--- config.mk ---
export PLATFORM = sky130hd
export DESIGN_NAME = spike_go_cfar
export DESIGN_NICKNAME = d
export VERILOG_FILES = /design/src/rtl/cfar_pkg.sv /design/src/rtl/cfar_range_line.sv /design/src/rtl/cfar_window.sv /design/src/rtl/cfar_decide.sv /design/src/rtl/spike_go_cfar.sv
export SDC_FILE = /design/constraint.sdc
export NUM_CORES = 2
export LEC_CHECK = 0
export CAP_MARGIN = 25
export CORE_UTILIZATION = 65
export DETAILED_ROUTE_END_ITERATION = 8
export GPL_ROUTABILITY_DRIVEN = 0
export PLACE_DENSITY = 0.82
export REMOVE_ABC_BUFFERS = 1
export SLEW_MARGIN = 20
export SYNTH_ARGS = -nofsm -noshare
export SYNTH_HDL_FRONTEND = slang
export SYNTH_SLANG_ARGS = --single-unit
--- constraint.sdc ---
create_clock -name clk -period 31.5 [get_ports clk]
set_clock_uncertainty 0.15 [all_clocks]
set_input_delay 6.3 -clock clk [delete_from_list [all_inputs] [get_ports clk]]
set_output_delay 6.3 -clock clk [all_outputs]
set_load 0.005 [all_outputs]
--- src/rtl/cfar_pkg.sv ---
`timescale 1ns/1ps
// Shared helpers for the CFAR detector: integer arithmetic used to size
// the datapath from the top-level parameters. Assumes non-negative args.
package cfar_pkg;
    // ceil(num / 2**shift) for non-negative num
    function automatic int ceil_pow2_div(input int num, input int shift);
        return (num + (1 << shift) - 1) >> shift;
    endfunction

    // larger of two integers, used for width sizing
    function automatic int max_int(input int a, input int b);
        return (a > b) ? a : b;
    endfunction
endpackage

--- src/rtl/cfar_range_line.sv ---
`timescale 1ns/1ps
// Range history for the CFAR detector. Holds the last L samples (index 0
// newest), counts samples since the period trigger, and latches the guard
// width and scale factor on the trigger. Assumes at most one sample per clock.
module cfar_range_line #(
    parameter int W    = 8,
    parameter int N    = 8,
    parameter int MAXG = 4,
    parameter int L    = 25,
    parameter int C    = 12,
    parameter int GW   = 3,
    parameter int PDW  = 4,
    parameter int PDF  = 2,
    parameter int SW   = 8
) (
    input  logic                  clk,
    input  logic                  rst_n,
    input  logic                  tick,
    input  logic                  frame_start,
    input  logic [W-1:0]          sample,
    input  logic [PDW-1:0]        pulse_dur,
    input  logic [SW-1:0]         scale_in,
    output logic [L-1:0][W-1:0]   line,
    output logic                  line_vld,
    output logic                  ready,
    output logic [GW-1:0]         guard,
    output logic [SW-1:0]         scale_q
);
    localparam int CW = $clog2(L + 1);
    localparam logic [CW-1:0] FILL_MAX = CW'(L);

    logic [CW-1:0] fill;
    logic [PDW:0]  dur_up;
    logic [GW-1:0] guard_new;

    // round the pulse duration up to whole samples
    always_comb begin
        dur_up    = {1'b0, pulse_dur} + (PDW+1)'((1 << PDF) - 1);
        guard_new = GW'(dur_up >> PDF);
    end

    // both windows are filled by the current period
    always_comb ready = (int'(fill) >= C + int'(guard) + N + 1);

    // history shift, fill count and per-period setting latches
    always_ff @(posedge clk) begin
        if (!rst_n) begin
            line     <= '0;
            fill     <= '0;
            guard    <= '0;
            scale_q  <= '0;
            line_vld <= 1'b0;
        end else begin
            line_vld <= tick;
            if (frame_start) begin
                guard   <= guard_new;
                scale_q <= scale_in;
            end
            if (frame_start && tick) begin
                line <= {{((L-1)*W){1'b0}}, sample};
                fill <= CW'(1);
            end else if (frame_start) begin
                line <= '0;
                fill <= '0;
            end else if (tick) begin
                line <= {line[L-2:0], sample};
                if (fill != FILL_MAX) fill <= fill + CW'(1);
            end
        end
    end


    trig_clears_fill_chk: assert property (@(posedge clk) disable iff (!rst_n)
        frame_start |=> (fill <= CW'(1)));

    fill_bound_chk: assert property (@(posedge clk) disable iff (!rst_n)
        fill <= FILL_MAX);

    guard_hold_chk: assert property (@(posedge clk) disable iff (!rst_n)
        !frame_start |=> $stable(guard));

    idle_hold_chk: assert property (@(posedge clk) disable iff (!rst_n)
        (!tick && !frame_start) |=> $stable(line));
endmodule

--- src/rtl/cfar_window.sv ---
`timescale 1ns/1ps
// One reference window: selects N cells beyond the guard on one side of
// the cell under test, sums them and finds their peak in parallel, and
// returns sum minus peak. Purely combinational; the guard is assumed <= MAXG.
module cfar_window #(
    parameter int W    = 8,
    parameter int N    = 8,
    parameter int L    = 25,
    parameter int C    = 12,
    parameter int GW   = 3,
    parameter int SUMW = 12,
    parameter bit LEAD = 1'b1
) (
    input  logic [L-1:0][W-1:0] line,
    input  logic [GW-1:0]       guard,
    output logic [SUMW-1:0]     clean
);
    localparam int IW = $clog2(L);

    logic [N-1:0][W-1:0] cells;
    logic [SUMW-1:0]     total;
    logic [W-1:0]        peak;

    // tap selection: newer side counts down from the CUT, older side up
    for (genvar k = 0; k < N; k++) begin : g_tap
        if (LEAD) begin : g_lead
            assign cells[k] = line[IW'(C - 1 - k) - IW'(guard)];
        end else begin : g_trail
            assign cells[k] = line[IW'(C + 1 + k) + IW'(guard)];
        end
    end

    // sum and peak found in the same pass, no ordering of cells
    always_comb begin
        total = '0;
        peak  = '0;
        for (int k = 0; k < N; k++) begin
            total = total + SUMW'(cells[k]);
            if (cells[k] > peak) peak = cells[k];
        end
        clean = total - SUMW'(peak);
    end
endmodule

--- src/rtl/cfar_decide.sv ---
`timescale 1ns/1ps
// Decision pipeline: stage 1 registers the greatest-of estimate with the
// CUT and scale; stage 2 compares CUT*(N-1)*2**SF against estimate*scale.
// Assumes inputs are consistent in the cycle ok_in is sampled.
module cfar_decide #(
    parameter int W    = 8,
    parameter int N    = 8,
    parameter int SUMW = 12,
    parameter int SW   = 8,
    parameter int SF   = 4
) (
    input  logic            clk,
    input  logic            rst_n,
    input  logic            ok_in,
    input  logic [SUMW-1:0] lead_clean,
    input  logic [SUMW-1:0] trail_clean,
    input  logic [W-1:0]    cut_in,
    input  logic [SW-1:0]   scale_in,
    output logic            det_valid,
    output logic            det,
    output logic [W-1:0]    cut_out
);
    localparam int PW   = SUMW + SW;
    localparam int LW   = W + $clog2(N) + SF;
    localparam int CMPW = cfar_pkg::max_int(PW, LW) + 1;

    logic            ok1;
    logic [SUMW-1:0] go1;
    logic [W-1:0]    cut1;
    logic [SW-1:0]   scale1;
    logic [CMPW-1:0] lhs, rhs;

    // stage 1: pick the greater window estimate
    always_ff @(posedge clk) begin
        if (!rst_n) begin
            ok1    <= 1'b0;
            go1    <= '0;
            cut1   <= '0;
            scale1 <= '0;
        end else begin
            ok1    <= ok_in;
            go1    <= (lead_clean > trail_clean) ? lead_clean : trail_clean;
            cut1   <= cut_in;
            scale1 <= scale_in;
        end
    end

    // scaled sides of the threshold comparison, both in whole units
    always_comb begin
        lhs = (CMPW'(cut1) * CMPW'(N - 1)) << SF;
        rhs = CMPW'(go1) * CMPW'(scale1);
    end

    // stage 2: strict compare and output register
    always_ff @(posedge clk) begin
        if (!rst_n) begin
            det_valid <= 1'b0;
            det       <= 1'b0;
            cut_out   <= '0;
        end else begin
            det_valid <= ok1;
            det       <= ok1 && (lhs > rhs);
            cut_out   <= cut1;
        end
    end


    det_needs_valid_chk: assert property (@(posedge clk) disable iff (!rst_n)
        det |-> det_valid);

    valid_lag_chk: assert property (@(posedge clk) disable iff (!rst_n)
        det_valid |-> $past(ok_in, 2));

    go_dominates_chk: assert property (@(posedge clk) disable iff (!rst_n)
        ok1 |-> (go1 >= $past(lead_clean) && go1 >= $past(trail_clean)));
endmodule

--- src/rtl/spike_go_cfar.sv ---
`timescale 1ns/1ps
// Spike-excising greatest-of CFAR detector, top level. Sizes the history
// from the parameters, builds the two reference windows with a generate
// loop and feeds the decision pipeline. Assumes one sample per tick and a
// trigger at the start of every period.
module spike_go_cfar #(
    parameter int W   = 8,
    parameter int N   = 8,
    parameter int PDW = 4,
    parameter int PDF = 2,
    parameter int SW  = 8,
    parameter int SF  = 4
) (
    input  logic           clk,
    input  logic           rst_n,
    input  logic           tick,
    input  logic           frame_start,
    input  logic [W-1:0]   sample,
    input  logic [PDW-1:0] pulse_dur,
    input  logic [SW-1:0]  scale,
    output logic           det_valid,
    output logic           det,
    output logic [W-1:0]   cut_level
);
    localparam int MAXG = cfar_pkg::ceil_pow2_div((1 << PDW) - 1, PDF);
    localparam int L    = 2 * N + 2 * MAXG + 1;
    localparam int C    = N + MAXG;
    localparam int GW   = $clog2(MAXG + 1);
    localparam int SUMW = W + $clog2(N + 1);

    logic [L-1:0][W-1:0] line;
    logic                line_vld, ready;
    logic [GW-1:0]       guard;
    logic [SW-1:0]       scale_q;
    logic [1:0][SUMW-1:0] clean;

    cfar_range_line #(
        .W(W), .N(N), .MAXG(MAXG), .L(L), .C(C), .GW(GW),
        .PDW(PDW), .PDF(PDF), .SW(SW)
    ) u_line (
        .clk(clk), .rst_n(rst_n), .tick(tick), .frame_start(frame_start),
        .sample(sample), .pulse_dur(pulse_dur), .scale_in(scale),
        .line(line), .line_vld(line_vld), .ready(ready),
        .guard(guard), .scale_q(scale_q)
    );

    // index 0 is the leading (newer) side, index 1 the trailing side
    for (genvar s = 0; s < 2; s++) begin : g_win
        cfar_window #(
            .W(W), .N(N), .L(L), .C(C), .GW(GW), .SUMW(SUMW),
            .LEAD(s == 0)
        ) u_win (
            .line(line), .guard(guard), .clean(clean[s])
        );
    end

    cfar_decide #(
        .W(W), .N(N), .SUMW(SUMW), .SW(SW), .SF(SF)
    ) u_decide (
        .clk(clk), .rst_n(rst_n), .ok_in(line_vld && ready),
        .lead_clean(clean[0]), .trail_clean(clean[1]),
        .cut_in(line[C]), .scale_in(scale_q),
        .det_valid(det_valid), .det(det), .cut_out(cut_level)
    );
endmodule

## Word level (Yosys, flattened, before mapping)

Cells that the tools add are included.

| operators by class | value |
|---|---|
| $mul | 2 |
| bitwise operators | 1 |
| reduce and logical (&&, ||, !) cells | 8 |
| magnitude comparators | 35 |
| mux-type cells | 56 |
| equal/unequal tests | 1 |
| add/subtract/negate cells | 37 |

Operators with widths:

| kind | number |
|---|---|
| $bmux 8 s5 | 16 |
| $mux 8 | 35 |
| $add 12x8->12 | 12 |
| $gt 8x8->1 | 14 |
| $lt 5x6->1 const B | 16 |
| $add 32x2->32 const B | 1 |
| $add 32x5->32 const B | 1 |
| $ge 6x32->1 | 1 |
| $add 5x3->5 const A | 5 |
| $sub 12x8->12 | 2 |
| $add 4x3->5 const A | 4 |
| $gt 15x20->1 | 1 |
| $mul 12x8->20 | 1 |
| $sub 4x3->5 const A | 4 |
| $add 8x8->9 | 2 |
| $gt 8x1->1 const B | 2 |
| $sub 3x3->4 const A | 4 |
| $gt 12x12->1 | 1 |
| $mux 12 | 1 |
| $mul 8x3->11 const B | 1 |
| $reduce_bool 3->1 | 2 |
| $add 4x2->5 const B | 1 |
| $add 5x1->5 const B | 1 |
| $ne 5x5->1 const B | 1 |
| 5 further kinds | 11 |

| word-level totals | value |
|---|---|
| logic and storage cells | 177 |
| register bits | 256 |
| output and inout port bits | 10 |

## Longest topological paths before layout

| depth | value |
|---|---|
| word-level depth | 22 |
| mapped depth | 113 |
| mapped depth without buffers | 98 |

## Hierarchy

Synthesis repeated with hierarchy kept, for this count alone.

| unflattened totals | value |
|---|---|
| cell total of the unflattened synthesis | 3,219 |
| area total of the unflattened synthesis | 31,023.5 µm² |

By module, submodules not included:

| module | cells each | area an instance (µm²) | times used |
|---|---|---|---|
| cfar_window (g_win[1].u_win) | 1,041 | 9,331.4 | 1 |
| cfar_window (g_win[0].u_win) | 834 | 8,298.0 | 1 |
| cfar_range_line | 734 | 7,977.7 | 1 |
| cfar_decide | 609 | 5,410.2 | 1 |
| spike_go_cfar | 1 | 6.3 | 1 |

## Least setup slack after synthesis

OpenSTA, ideal clock, no wires.

| timing | value |
|---|---|
| kind | register to register |
| start | reg u_line.guard[1] |
| end | reg u_decide.go1[7] |
| library setup time | 0.115 ns |
| required time | 31.235 ns |
| path buffers | 19 |
| arrival time | 21.797 ns |
| cell stages (with the launch flop) | 99 |
| setup slack | 9.438 ns |
| period minus slack after synthesis | 22.062 ns |
| path through | dfxtp_1 > buf_2 > buf_2 > buf_2 > inv_1 > clkbuf_1 > buf_1 > ha_1 > buf_4 > buf_4 > buf_4 > buf_4 > buf_4 > buf_4 > buf_2 > buf_1 > mux4_2 > nor2_1 > [... 63 more ...] > ha_1 > a21o_1 > a21oi_1 > o21bai_1 > a21oi_1 > o21bai_1 > a21oi_1 > o21bai_1 > a21oi_1 > xnor2_1 > ha_1 > nand4_1 > nor2_1 > a2111oi_0 > nor2_1 > clkbuf_1 > and2_1 > o21a_1 |

| on the way | value |
|---|---|
| word-level cells in the longest chain between the ends | 22 |

Ends and longest elaborated chain:

| element | RTL line | RTL |
|---|---|---|
| start: declaration | cfar_range_line.sv:26 | `output logic [GW-1:0] guard,` |
| start signal: assignment | cfar_range_line.sv:56 | `guard <= guard_new;` |
| $sub 4x3->5 or $add 4x3->5 (tied branches) | cfar_window.sv:27, cfar_window.sv:29 |  |
| $bmux 8 s5, on equally long branches | cfar_window.sv:27, cfar_window.sv:29 |  |
| $mux 8, on equally long branches | cfar_window.sv:27, cfar_window.sv:29 |  |
| $gt 8x1->1 | cfar_window.sv:39 | `if (cells[k] > peak) peak = cells[k];` |
| $mux 8 | cfar_window.sv:39 |  |
| $gt 8x8->1 | cfar_window.sv:39 |  |
| $mux 8 | cfar_window.sv:39 |  |
| $gt 8x8->1 | cfar_window.sv:39 |  |
| [... 6 more ...] | - |  |
| $mux 8 | cfar_window.sv:39 |  |
| $gt 8x8->1 | cfar_window.sv:39 |  |
| $mux 8 | cfar_window.sv:39 |  |
| $gt 8x8->1 | cfar_window.sv:39 |  |
| $mux 8 | cfar_window.sv:39 |  |
| $sub 12x8->12 | cfar_window.sv:41 | `clean = total - SUMW'(peak);` |
| $gt 12x12->1 | cfar_decide.sv:42 | `go1 <= (lead_clean > trail_clean) ? lead_clean : trail_clean;` |
| $mux 12 * | cfar_decide.sv:42 |  |
| end signal: assignment | cfar_decide.sv:42 |  |
| end: declaration | cfar_decide.sv:28 | `logic [SUMW-1:0] go1;` |

Every way passes the cells marked *; elsewhere a longest branch is shown, timed or not. The select of a mux whose other input is x is not followed.
A chain may end at the register's enable or synchronous reset.

## Worst setup path after layout

| timing | value |
|---|---|
| start | reg u_line.guard[0] |
| end | reg u_decide.go1[2] |

Same word-level chain as after synthesis.

==> impl_results.md <==
* Status: finished, violations left
* Violated checks: design-rule violations
* Crit path capture: u_decide.go1[2]$_SDFF_PN0_
* Number of global-route vias before repair at 25900
* Final setup vio count at 0
* Num ports at 34
* Chip height at 216 um
* Via density at 6.94
* Avg Cell Area, Syn at 9.24 sq um
* Crit path kind: flip-flop to flip-flop
* Number of synthesized flops with an enable pin at 0
* Seq cells post-synth at 256
* Synth cell types at 100
* Antenna violations before repair at 3
* Final HPWL DP at 67800 um
* Achievable frequency at 40.2 MHz
* Core area at 45300 sq um
* Req. time, crit path at 31830 ps
* CTS Buf Count at 28
* CTS tree: built
* Crit path from: u_line.guard[0]$_SDFFE_PN0P_
* Port Buf Inserts at 33
* Skew-Pair Late Insertion Delay at 600 ps
* Largest net degree at the start of global routing at 147
* Final Cycle Share at 0.790
* Dominant synthesized flop cell: dfxtp_1
* Min Tclk post-route at 24890 ps
* Antenna-violating nets left at 0
* R2r setup slk at 6610 ps
* Htree depth at 1
* Layout cells sized above 1 at 0.117
* WL met2 at 40100 um
* Unrepaired setup endpoints after global routing: false
* Gate Count Post-Synth at 3230
* Die Area at 46800 sq um
* Register area share after synthesis at 0.172
* Post-Route M1 WL at 32000 um
* Synth warn at 0
* Worst EP arrival at 25220 ps
* Post_cts resized at 0
* R2R cell count at 86
* Sink Count at 256
* Final instance area at 31300 sq um
* Terminus of the critical flop-to-flop path: u_decide.go1[2]$_SDFF_PN0_
* HP Start: u_line.scale_q[3]$_SDFFE_PN0P_
* Die W at 216 um
* R2r startpoint: u_line.guard[0]$_SDFFE_PN0P_
* Crit Path Max Fanout at 62
* Remaining Overflow, GRT at 0
* Netlist Area Pre-Place at 29800 sq um
* Hold_buf cts at 0
* Starting density of the core at 0.659
* Worst Hold Class: flip-flop to flip-flop
* DP Area at 30300 sq um
* Row cnt at 78
* Global-route wire length before repair at 143000 um
* DR top layer: met4
* Metal3 WL at 12000 um
* Clock tree root buffer cell: clkbuf_16
* Relative slew slack at 0.201
* Crit path largest cell delay at 820 ps
* CP max stage cell: dfxtp_4
* Routed wire length at 91200 um
* Async SR Flop Fraction at 0
* Max-cap violations at 0
* Vias after detailed routing at 26100
* Core Util, Final at 0.691
* Final Max Tran Viols at 0
* Setup Fix Bufs, Post-CTS at 0
* Gr usage total at 0.389
* Hold slack at 308 ps
* Endpoints failing hold at 0
* Nets@finish at 3574
* Endpoint type of the worst setup path: flip-flop
* Post-route DRC at 3
* 1st-pass router iterations at 9
* Worst Setup Start Kind: flip-flop
* Clk pin slew, worst setup/hold paths at 70 ps
* Fill cells at 3348
* Maximum clock path buffer count at 3
* Drt first-iter violations at 4089
* P&R area growth vs syn at 4.88%
* Slew at the pin closest to its max-slew limit at 1190 ps
* Routed WL per cell at 24.2 um
[critical path, delay by kind of cell, from the launching register on]
kind / cells / cell delay, ps
multiplexers: 7 / 2050
XOR/XNOR: 1 / 170
buffers and inverters: 9 / 2450
AND/OR/NAND/NOR: 19 / 4030
flip-flops: 1 / 820
AO/OA/AOI/OAI: 36 / 9260
adder cells (fa/ha/maj): 14 / 5690
[layer usage]
metal | vias up | global-route usage
met5 | - | 0
met1 | 12500 | 0.469
met3 | 449 | 0.121
met4 | 0 | 0.249
li1 | 11200 | -
met2 | 1930 | 0.603
[layout make-up]
class,count,area (sq um),area share
flip-flops and latches,256,5130,0.164
repair buffers,69,629,0.0201
diodes,1,2.50,0.0000800
clock buffers,35,747,0.0239
well taps,600,751,0.0240
multi-input cells,2479,22700,0.724
inverters,313,1170,0.0376
clock inverters,13,196,0.00628
[cell usage in the layout (no fill, tap or decap), types with 15 or more instances in the layout]
cell,synthesis,layout
ha_1,239,237
nor2b_1,44,44
buf_4,17,30
a21o_1,43,43
clkbuf_16,0,28
xnor2_1,33,33
dfxtp_1,256,254
nand2_1,290,290
mux2_2,67,67
fa_1,164,164
o21ai_1,13,20
inv_1,307,306
and2_1,87,87
a211oi_1,15,15
o21ai_0,107,100
a22oi_1,16,16
clkdlybuf4s50_1,0,31
nor3_1,19,19
nand2b_1,25,24
o21bai_1,23,23
nor2_1,313,313
mux4_2,175,175
mux2i_1,335,335
o22ai_1,15,15
nand3_1,46,46
o21a_1,18,18
a21oi_1,151,151
nand4_1,18,18
[stage by stage]
step                setup TNS [ps]  instances  setup WS (ps)
floorplan                   -24660       3048          -2230
global placement                 0       3711           8190
detailed placement               0       3712           6930
CTS                              0       3760           6780
global route                     0       3765           5070
finish                           0       3766           6610
[flip-flops by register name, summed over array words and instances, names as in the netlist]
signal              flops
u_decide.go1           12
u_decide.scale1         8
u_line.guard            3
u_decide.det            1
u_decide.cut1           8
u_decide.det_valid      1
u_decide.ok1            1
u_line.line           200
u_decide.cut_out        8
u_line.fill             5
u_line.line_vld         1
u_line.scale_q          8
[cells in the mapped netlist, types with 16 or more instances]
library cell	number	share of area
mux2i_1	335	0.11
inv_1	307	0.039
fa_1	164	0.11
mux4_2	175	0.13
a22oi_1	16	0.0040
and2_1	87	0.018
nor2_1	313	0.039
o21bai_1	23	0.0058
dfxtp_1	256	0.17
nand2_1	290	0.036
ha_1	239	0.10
buf_1	28	0.0035
o21a_1	18	0.0045
nand2b_1	25	0.0052
xnor2_1	33	0.0097
mux2_2	67	0.025
a21oi_1	151	0.025
buf_4	17	0.0043
nand4_1	18	0.0038
nand3_1	46	0.0077
o21ai_0	107	0.018
nor3_1	19	0.0032
buf_2	20	0.0034
nor2b_1	44	0.0092
a21o_1	43	0.011
clkbuf_1	103	0.013
[how the worst min path moves through the flow]
stage,to,slack [ps],cells past startpoint
2_1_floorplan,u_decide.det_valid$_SDFF_PN0_,280,1
5_1_grt,u_decide.scale1[0]$_SDFF_PN0_,340,1
4_1_cts,u_decide.scale1[3]$_SDFF_PN0_,310,1
3_3_place_gp,u_decide.scale1[2]$_SDFF_PN0_,290,1
3_5_place_dp,u_decide.scale1[3]$_SDFF_PN0_,300,1
6_report,u_decide.scale1[3]$_SDFF_PN0_,310,1
[kinds of logic (layout without fill, tap and decap cells)]
kind of cell / Yosys count / in the layout / synth area share
muxes: 590 / 590 / 0.278
and+or+nand+nor: 897 / 897 / 0.137
xor gates and xnor gates: 47 / 47 / 0.0138
buffers and inverters: 495 / 430 / 0.0696
adders and majority gates: 406 / 406 / 0.211
other: 0 / 1 / 0
DFF: 256 / 256 / 0.172
AOI/OAI and AO/OA: 539 / 539 / 0.118
Power is left out: the tool's default activity adds up to more than one toggle a clock period on the data nets, which glitch-free logic cannot reach.
